File: src/rtl/tcp_pkg.sv
package tcp_pkg;
    localparam int HDR_BYTES = 4;
    localparam int HEC_IDX   = 4;
    localparam logic [7:0] HEC_POLY  = 8'h07;
    localparam logic [7:0] HEC_COSET = 8'h55;

    // One byte of CRC-8 (x^8+x^2+x+1), MSB first.
    function automatic logic [7:0] crc8_step(input logic [7:0] crc, input logic [7:0] din);
        logic [7:0] c;
        c = crc ^ din;
        for (int i = 0; i < 8; i++) begin
            c = c[7] ? ((c << 1) ^ HEC_POLY) : (c << 1);
        end
        return c;
    endfunction
endpackage

File: src/rtl/tcp_cell_store.sv
module tcp_cell_store #(
    parameter int CELLS      = 4,
    parameter int CELL_BYTES = 53,
    localparam int IDX_W     = $clog2(CELL_BYTES),
    localparam int FILL_W    = $clog2(CELLS + 1)
) (
    input  logic              clk,
    input  logic              rst_n,
    input  logic              clr,
    input  logic              wr_en,
    input  logic              wr_soc,
    input  logic [7:0]        wr_data,
    input  logic              pop,
    input  logic [IDX_W-1:0]  rd_idx,
    output logic [7:0]        rd_data,
    output logic [FILL_W-1:0] cells,
    output logic [IDX_W-1:0]  part_bytes
);
    localparam int SLOT_W = (CELLS > 1) ? $clog2(CELLS) : 1;
    localparam int DEPTH  = CELLS * CELL_BYTES;
    localparam int ADDR_W = $clog2(DEPTH);

    typedef struct packed {
        logic              in_cell;
        logic [IDX_W-1:0]  wr_idx;
        logic [SLOT_W-1:0] wr_slot;
        logic [SLOT_W-1:0] rd_slot;
        logic [FILL_W-1:0] count;
    } store_t;

    store_t s_d, s_q;
    logic [7:0]        mem [DEPTH];
    logic              mem_we;
    logic [IDX_W-1:0]  widx;
    logic [ADDR_W-1:0] waddr, raddr;
    logic              commit, pop_ok;

    function automatic logic [SLOT_W-1:0] slot_next(input logic [SLOT_W-1:0] s);
        return (s == SLOT_W'(CELLS - 1)) ? '0 : s + 1'b1;
    endfunction

    always_comb begin
        s_d    = s_q;
        mem_we = 1'b0;
        widx   = '0;
        commit = 1'b0;
        pop_ok = pop && (s_q.count != '0);
        if (clr) begin
            s_d = '0;
        end else begin
            if (wr_en) begin
                if (wr_soc) begin
                    if (s_q.count == FILL_W'(CELLS)) begin
                        s_d.in_cell = 1'b0;
                        s_d.wr_idx  = '0;
                    end else begin
                        mem_we      = 1'b1;
                        s_d.in_cell = 1'b1;
                        s_d.wr_idx  = IDX_W'(1);
                    end
                end else if (s_q.in_cell) begin
                    mem_we = 1'b1;
                    widx   = s_q.wr_idx;
                    if (s_q.wr_idx == IDX_W'(CELL_BYTES - 1)) begin
                        commit      = 1'b1;
                        s_d.in_cell = 1'b0;
                        s_d.wr_idx  = '0;
                        s_d.wr_slot = slot_next(s_q.wr_slot);
                    end else begin
                        s_d.wr_idx = s_q.wr_idx + 1'b1;
                    end
                end
            end
            if (pop_ok) s_d.rd_slot = slot_next(s_q.rd_slot);
            s_d.count = s_q.count + FILL_W'(commit) - FILL_W'(pop_ok);
        end
    end

    always_ff @(posedge clk or negedge rst_n) begin
        if (!rst_n) s_q <= '0;
        else        s_q <= s_d;
    end

    assign waddr = ADDR_W'(s_q.wr_slot) * ADDR_W'(CELL_BYTES) + ADDR_W'(widx);
    assign raddr = ADDR_W'(s_q.rd_slot) * ADDR_W'(CELL_BYTES) + ADDR_W'(rd_idx);

    always_ff @(posedge clk) begin
        if (mem_we) mem[waddr] <= wr_data;
    end

    assign rd_data    = mem[raddr];
    assign cells      = s_q.count;
    assign part_bytes = s_q.in_cell ? s_q.wr_idx : '0;
endmodule

File: src/rtl/tcp_hec_gen.sv
module tcp_hec_gen
    import tcp_pkg::*;
(
    input  logic       clk,
    input  logic       rst_n,
    input  logic       adv,
    input  logic       first,
    input  logic [7:0] din,
    output logic [7:0] crc
);
    logic [7:0] crc_d, crc_q;

    always_comb begin
        crc_d = crc_q;
        if (adv) crc_d = crc8_step(first ? 8'h00 : crc_q, din);
    end

    always_ff @(posedge clk or negedge rst_n) begin
        if (!rst_n) crc_q <= '0;
        else        crc_q <= crc_d;
    end

    assign crc = crc_q;
endmodule

File: src/rtl/tcp_payload_scr.sv
module tcp_payload_scr #(
    parameter int LAG = 43
) (
    input  logic       clk,
    input  logic       rst_n,
    input  logic       adv,
    input  logic [7:0] din,
    output logic [7:0] dout
);
    logic [LAG-1:0] h_d, h_q;
    logic [LAG-1:0] h_w;
    logic [7:0]     o;

    always_comb begin
        h_w = h_q;
        o   = '0;
        for (int i = 7; i >= 0; i--) begin
            o[i] = din[i] ^ h_w[LAG-1];
            h_w  = {h_w[LAG-2:0], o[i]};
        end
        h_d  = adv ? h_w : h_q;
        dout = o;
    end

    always_ff @(posedge clk or negedge rst_n) begin
        if (!rst_n) h_q <= '0;
        else        h_q <= h_d;
    end
endmodule

File: src/rtl/tcp_tx_cell.sv
module tcp_tx_cell
    import tcp_pkg::*;
#(
    parameter int CELLS       = 4,
    parameter int CELL_BYTES  = 53,
    parameter int CNT_W       = 19,
    parameter int EARLY_BYTES = 4,
    parameter int SCR_LAG     = 43
) (
    input  logic             clk,
    input  logic             rst_n,
    input  logic             fifo_rst,
    input  logic             wr_en,
    input  logic             wr_soc,
    input  logic [7:0]       wr_data,
    output logic             tca,
    input  logic [1:0]       depth_sel,
    input  logic             early_tca,
    input  logic [31:0]      idle_hdr,
    input  logic [7:0]       idle_fill,
    input  logic             coset_en,
    input  logic             out_en,
    output logic [7:0]       out_data,
    output logic             out_soc,
    output logic             out_idle,
    input  logic             cnt_latch,
    output logic [CNT_W-1:0] cnt_hold
);
    localparam int IDX_W  = $clog2(CELL_BYTES);
    localparam int FILL_W = $clog2(CELLS + 1);

    typedef struct packed {
        logic [IDX_W-1:0] idx;
        logic             cur_idle;
        logic [7:0]       data;
        logic             soc;
        logic             idle;
        logic [CNT_W-1:0] cnt;
        logic [CNT_W-1:0] hold;
    } tx_t;

    tx_t t_d, t_q;

    logic [7:0]        rd_data, crc, scr_out, raw, hdr_sel, hec;
    logic [FILL_W-1:0] cells;
    logic [IDX_W-1:0]  part_bytes;
    logic              start, is_idle, pop, hec_adv, scr_adv;

    tcp_cell_store #(.CELLS(CELLS), .CELL_BYTES(CELL_BYTES)) u_store (
        .clk(clk), .rst_n(rst_n), .clr(fifo_rst),
        .wr_en(wr_en), .wr_soc(wr_soc), .wr_data(wr_data),
        .pop(pop), .rd_idx(t_q.idx), .rd_data(rd_data),
        .cells(cells), .part_bytes(part_bytes)
    );

    tcp_hec_gen u_hec (
        .clk(clk), .rst_n(rst_n), .adv(hec_adv), .first(start),
        .din(raw), .crc(crc)
    );

    tcp_payload_scr #(.LAG(SCR_LAG)) u_scr (
        .clk(clk), .rst_n(rst_n), .adv(scr_adv), .din(raw), .dout(scr_out)
    );

    // Byte selection and cell sequencing.
    always_comb begin
        start   = (t_q.idx == '0);
        is_idle = start ? (cells == '0) : t_q.cur_idle;
        hdr_sel = idle_hdr[8*(HDR_BYTES-1-int'(t_q.idx[1:0])) +: 8];
        if (is_idle) raw = (t_q.idx < IDX_W'(HDR_BYTES)) ? hdr_sel : idle_fill;
        else         raw = rd_data;
        hec     = crc ^ (coset_en ? HEC_COSET : 8'h00);
        hec_adv = out_en && (t_q.idx < IDX_W'(HDR_BYTES));
        scr_adv = out_en && (t_q.idx > IDX_W'(HEC_IDX));
        pop     = out_en && !is_idle && (t_q.idx == IDX_W'(CELL_BYTES - 1));

        t_d     = t_q;
        t_d.soc = 1'b0;
        if (out_en) begin
            if (t_q.idx < IDX_W'(HDR_BYTES))      t_d.data = raw;
            else if (t_q.idx == IDX_W'(HEC_IDX))  t_d.data = hec;
            else                                  t_d.data = scr_out;
            t_d.soc      = start;
            t_d.idle     = is_idle;
            t_d.cur_idle = is_idle;
            t_d.idx      = (t_q.idx == IDX_W'(CELL_BYTES - 1)) ? '0 : t_q.idx + 1'b1;
        end

        if (cnt_latch) begin
            t_d.hold = t_q.cnt;
            t_d.cnt  = CNT_W'(pop);
        end else if (pop && (t_q.cnt != '1)) begin
            t_d.cnt  = t_q.cnt + 1'b1;
        end
    end

    always_ff @(posedge clk or negedge rst_n) begin
        if (!rst_n) t_q <= '0;
        else        t_q <= t_d;
    end

    // Cell-available flag from the fill level.
    always_comb begin
        int need;
        int fill;
        need = (depth_sel == 2'd0) ? CELLS : int'(depth_sel);
        fill = int'(cells) * CELL_BYTES + int'(part_bytes);
        if (early_tca) tca = (fill < need * CELL_BYTES - EARLY_BYTES);
        else           tca = (int'(cells) < need);
    end

    assign out_data = t_q.data;
    assign out_soc  = t_q.soc;
    assign out_idle = t_q.idle;
    assign cnt_hold = t_q.hold;
endmodule

File: config.mk
export PLATFORM = sky130hd
export DESIGN_NAME = tcp_tx_cell
export DESIGN_NICKNAME = d
export VERILOG_FILES = /design/src/rtl/tcp_pkg.sv /design/src/rtl/tcp_cell_store.sv /design/src/rtl/tcp_hec_gen.sv /design/src/rtl/tcp_payload_scr.sv /design/src/rtl/tcp_tx_cell.sv
export SDC_FILE = /design/constraint.sdc
export NUM_CORES = 2
export LEC_CHECK = 0
export BUFFER_PORTS_ARGS = -buffer_cell sky130_fd_sc_hd__buf_4
export CORE_UTILIZATION = 45
export CTS_BUF_LIST = sky130_fd_sc_hd__clkbuf_16
export CTS_CLUSTER_DIAMETER = 120
export DETAILED_ROUTE_END_ITERATION = 6
export GPL_TIMING_DRIVEN = 0
export PLACE_DENSITY_LB_ADDON = 0.2
export SYNTH_ARGS = -nofsm -noshare
export SYNTH_HDL_FRONTEND = slang
export SYNTH_HIERARCHICAL = 1
export SYNTH_SLANG_ARGS = --single-unit
File: constraint.sdc
create_clock -name clk -period 8.2 [get_ports clk]
set_input_delay 0.41 -clock clk [delete_from_list [all_inputs] [get_ports clk]]
set_output_delay 0.41 -clock clk [all_outputs]
set_load 0.02 [all_outputs]
==> qor.txt <==
status = finished clean
Final #Nets = 4109
Slew @ Worst Pin = 1.488 ns
Post-Syn Instances = 3685
Crit path max-delay family = XOR/XNOR gates
YS warnings = 6
Worst Setup SP = u_store/s_q[4]
Initial DRC Count = 5885
hold path startpoint = wr_data[1]
slowest cell on the critical path = xnor2_1
Port Buffer Count = 88
# IOs = 89
largest net degree at the start of global routing = 136
DRT Wirelength = 225.4 mm
r2r startpoint = u_store/s_q[4]
Top Metal Used = met4
count of final setup violators = 0
Clock Skew = 0.04210 ns
layout cells sized above 1 = 0.2662
R2R setup slack = 0.15 ns
Die W = 407.6 um
TritonCTS clock tree = yes
final count of hold timing violations = 0
CP cell instances = ha_1 > ha_1 > inv_1 > fa_1 > xnor2_1 > clkbuf_1 > clkbuf_2 > clkbuf_2 > nor2_1 > nor2_1 > o22ai_1 > o21ai_0 > o221ai_1 > a211oi_2 > nand2_1 > o21ai_1 > xor2_1 > xnor3_1 > xnor3_1 > mux2_2
Slew Limit Fails = 0
H-tree levels = 4
Root Buffer = clkbuf_16
LEAKAGE = 0.02763 uW
ANT nets after route = 0
Setup TNS Final = 0 ns
Hold EP = u_store/mem[76][1]
Die Area = 166100 um^2
number of distinct library cells after synthesis = 86
initial antenna violation count = 6
cells on worst reg2reg path = 20
Worst Hold Depth = 1
metal3 WL = 24.16 mm
P per Cell Area = 339.7 nW/um^2
worst hold slack = 0.04669 ns
syn_area_per_cell = 20.09 um^2
Synth Register Bits = 1815
Final Cycle Share = 0.9818
Die Span Y = 407.6 um
CP Class = reg2reg
f_max = 124.2 MHz
ys flop type = edfxtp_1
Met1 Routed Length = 86.83 mm
GRT overflow = 0
final core utilization = 0.5140
WL met2 = 102.2 mm
FF-to-FF End = u_hec/crc[2]
largest family of logic cells by synthesized area = multiplexers
Core ar. = 163000 um^2
Worst Path Arrival = 8.74 ns
Crit path depth = 20
vias per cell = 6.288
number of enable flip-flop cells after synthesis = 1696
postcts setup bufs = 0
Synth Area in Compound Gates = 0.02148
crit-path max FO = 10
Post-Synth Adder-Cell Area = 0.01244
RSZ-0062 raised after global routing = no
global-route wire length before repair = 310.7 mm
simple-gate share of the synthesized area = 0.03655
residual DRC count = 0
post-synthesis net count = 3814
Clock transition at path regs = 0.06 ns
Worst EP required = 8.89 ns
drt first pass iters = 5
post-synthesis sequential area ratio = 0.7283
Initial Util = 0.4542
max-cap violations = 0
slowest cell delay on critical path = 0.82 ns
Rows = 148
Vias = 39.67k
DP HPWL = 148.4 mm
Inst Count DP = 5960
Buf/Inv on CP = 4
RePlAce Congestion = 0.9738
CTS buffer count = 185
xor/xnor share of the synthesized area = 0.009314
FFs w/ async S/R, synth = 0.06556
CTS Buffer Depth = 3
CP endpoint kind = flop
Rel. slew slack = 0.007998
Syn-to-layout area delta = 13.15%
Sink Count = 1815
min Tclk post-route = 8.051 ns
Cell Area, Synth = 74020 um^2
vias in the first global route = 38.64k
Hold WC Path Type = in2reg
element type at the critical path start = flop
clk_lat worst skew = 0.83 ns
non-filler cells, final = 6309
Avg WL per Cell = 35.73 um
worst vdd ir = 0.2191 mV
mux contribution to synthesized area = 0.1712
Total GRT Usage = 0.2716
cell usage in the layout, fill, tap and decap left out, drive strengths merged, types with 13 or more instances in the layout:
cell and count:
dfrtp 119, nand3 14, inv 80, clkbuf 266
nor2b 17, xor2 36, mux2 77, clkinv 81
nand4 21, nand2 150, edfxtp 1696, bufinv 15
a31oi 17, nor2 302, mux2i 59, a2111oi 13
nor3 23, xnor2 35, buf 253, and2 28
a21oi 41, ha 64, o21ai 45, a211oi 19
mux4 490
registers in the layout, summed over array words and instances (netlist names):
name and cells:
u_store/s_q 11, out_soc 1, u_store/cells 3, u_hec/crc 8
out_data 8, cnt_hold 19, out_idle 1, t_q 25
u_store/mem 1696, u_scr/h_q 43
routing by layer:
| metal | track usage | vias to the layer above |
|---|---|---|
| li1 | - | 15610 |
| met1 | 0.3721 | 21190 |
| met2 | 0.4105 | 2400 |
| met3 | 0.06719 | 465 |
| met4 | 0.1266 | 0 |
| met5 | 0.002299 | - |
repair_timing:
item                       CTS  global route
hold endpoints to repair   125             0
resized for setup            2             1
pin swaps                    0             0
gates cloned                 0             0
setup endpoints to repair    4             1
hold buffers                 7             0
worst max path at each step:
stage                    to
6_report       u_hec/crc[2]
2_1_floorplan  u_hec/crc[2]
4_1_cts        u_hec/crc[2]
5_1_grt        u_hec/crc[3]
3_5_place_dp   u_hec/crc[2]
3_3_place_gp   u_hec/crc[2]
report_power, final:
part / switching, uW / total (uW) / leakage, uW / internal, uW
combinational: 6080 / 9830 / 0.00785 / 3750
sequential: 138 / 10400 / 0.0168 / 10300
clock: 3550 / 8180 / 0.00302 / 4630
cells in the mapped netlist (all sizes together) (17+ instances only):
library cell | count | area [um^2]
buf | 152 | 1124
nand2 | 150 | 565.6
o21ai | 45 | 225.2
clkbuf | 78 | 292.8
a211oi | 19 | 142.6
ha | 64 | 800.8
nor2 | 302 | 1136
mux2 | 77 | 1025
a21oi | 41 | 205.2
dfrtp | 119 | 2978
nand4 | 21 | 143.9
and2 | 28 | 175.2
nor3 | 23 | 125.1
inv | 31 | 116.4
xnor2 | 35 | 306.5
mux2i | 59 | 594.3
mux4 | 490 | 11050
xor2 | 36 | 315.3
edfxtp | 1696 | 50930
a31oi | 17 | 106.4
nor2b | 17 | 106.4
through the flow:
| stage | power (uW) | instance area (um^2) | setup WS [ns] |
|---|---|---|---|
| detailed placement | 20280 | 77790 | -0.5011 |
| floorplan | 16090 | 74020 | 3.304 |
| global route | 29040 | 83740 | 0.07161 |
| CTS | 28400 | 83720 | 0.2688 |
| global placement | 20220 | 77400 | -0.4174 |
| finish | 28450 | 83750 | 0.1492 |
logic make-up after synthesis:
group | after synthesis
adders and majority gates | 70
AOI/OAI and AO/OA | 229
muxes | 626
xor gates and xnor gates | 74
DFF | 1815
buffers and inverters | 262
and+or+nand+nor | 609
layout make-up:
cell class / count / area [um^2]
clock buffers: 188 / 4705
inverters: 32 / 120.1
repair buffers: 108 / 1100
flip-flops and latches: 1815 / 53910
clock inverters: 148 / 1152
fillers: 13020 / 79200
diodes: 5 / 12.51
plain buffers: 230 / 1448
well taps: 2175 / 2721
multi-input cells: 1608 / 18590
Power figures use the tool's default switching activity.
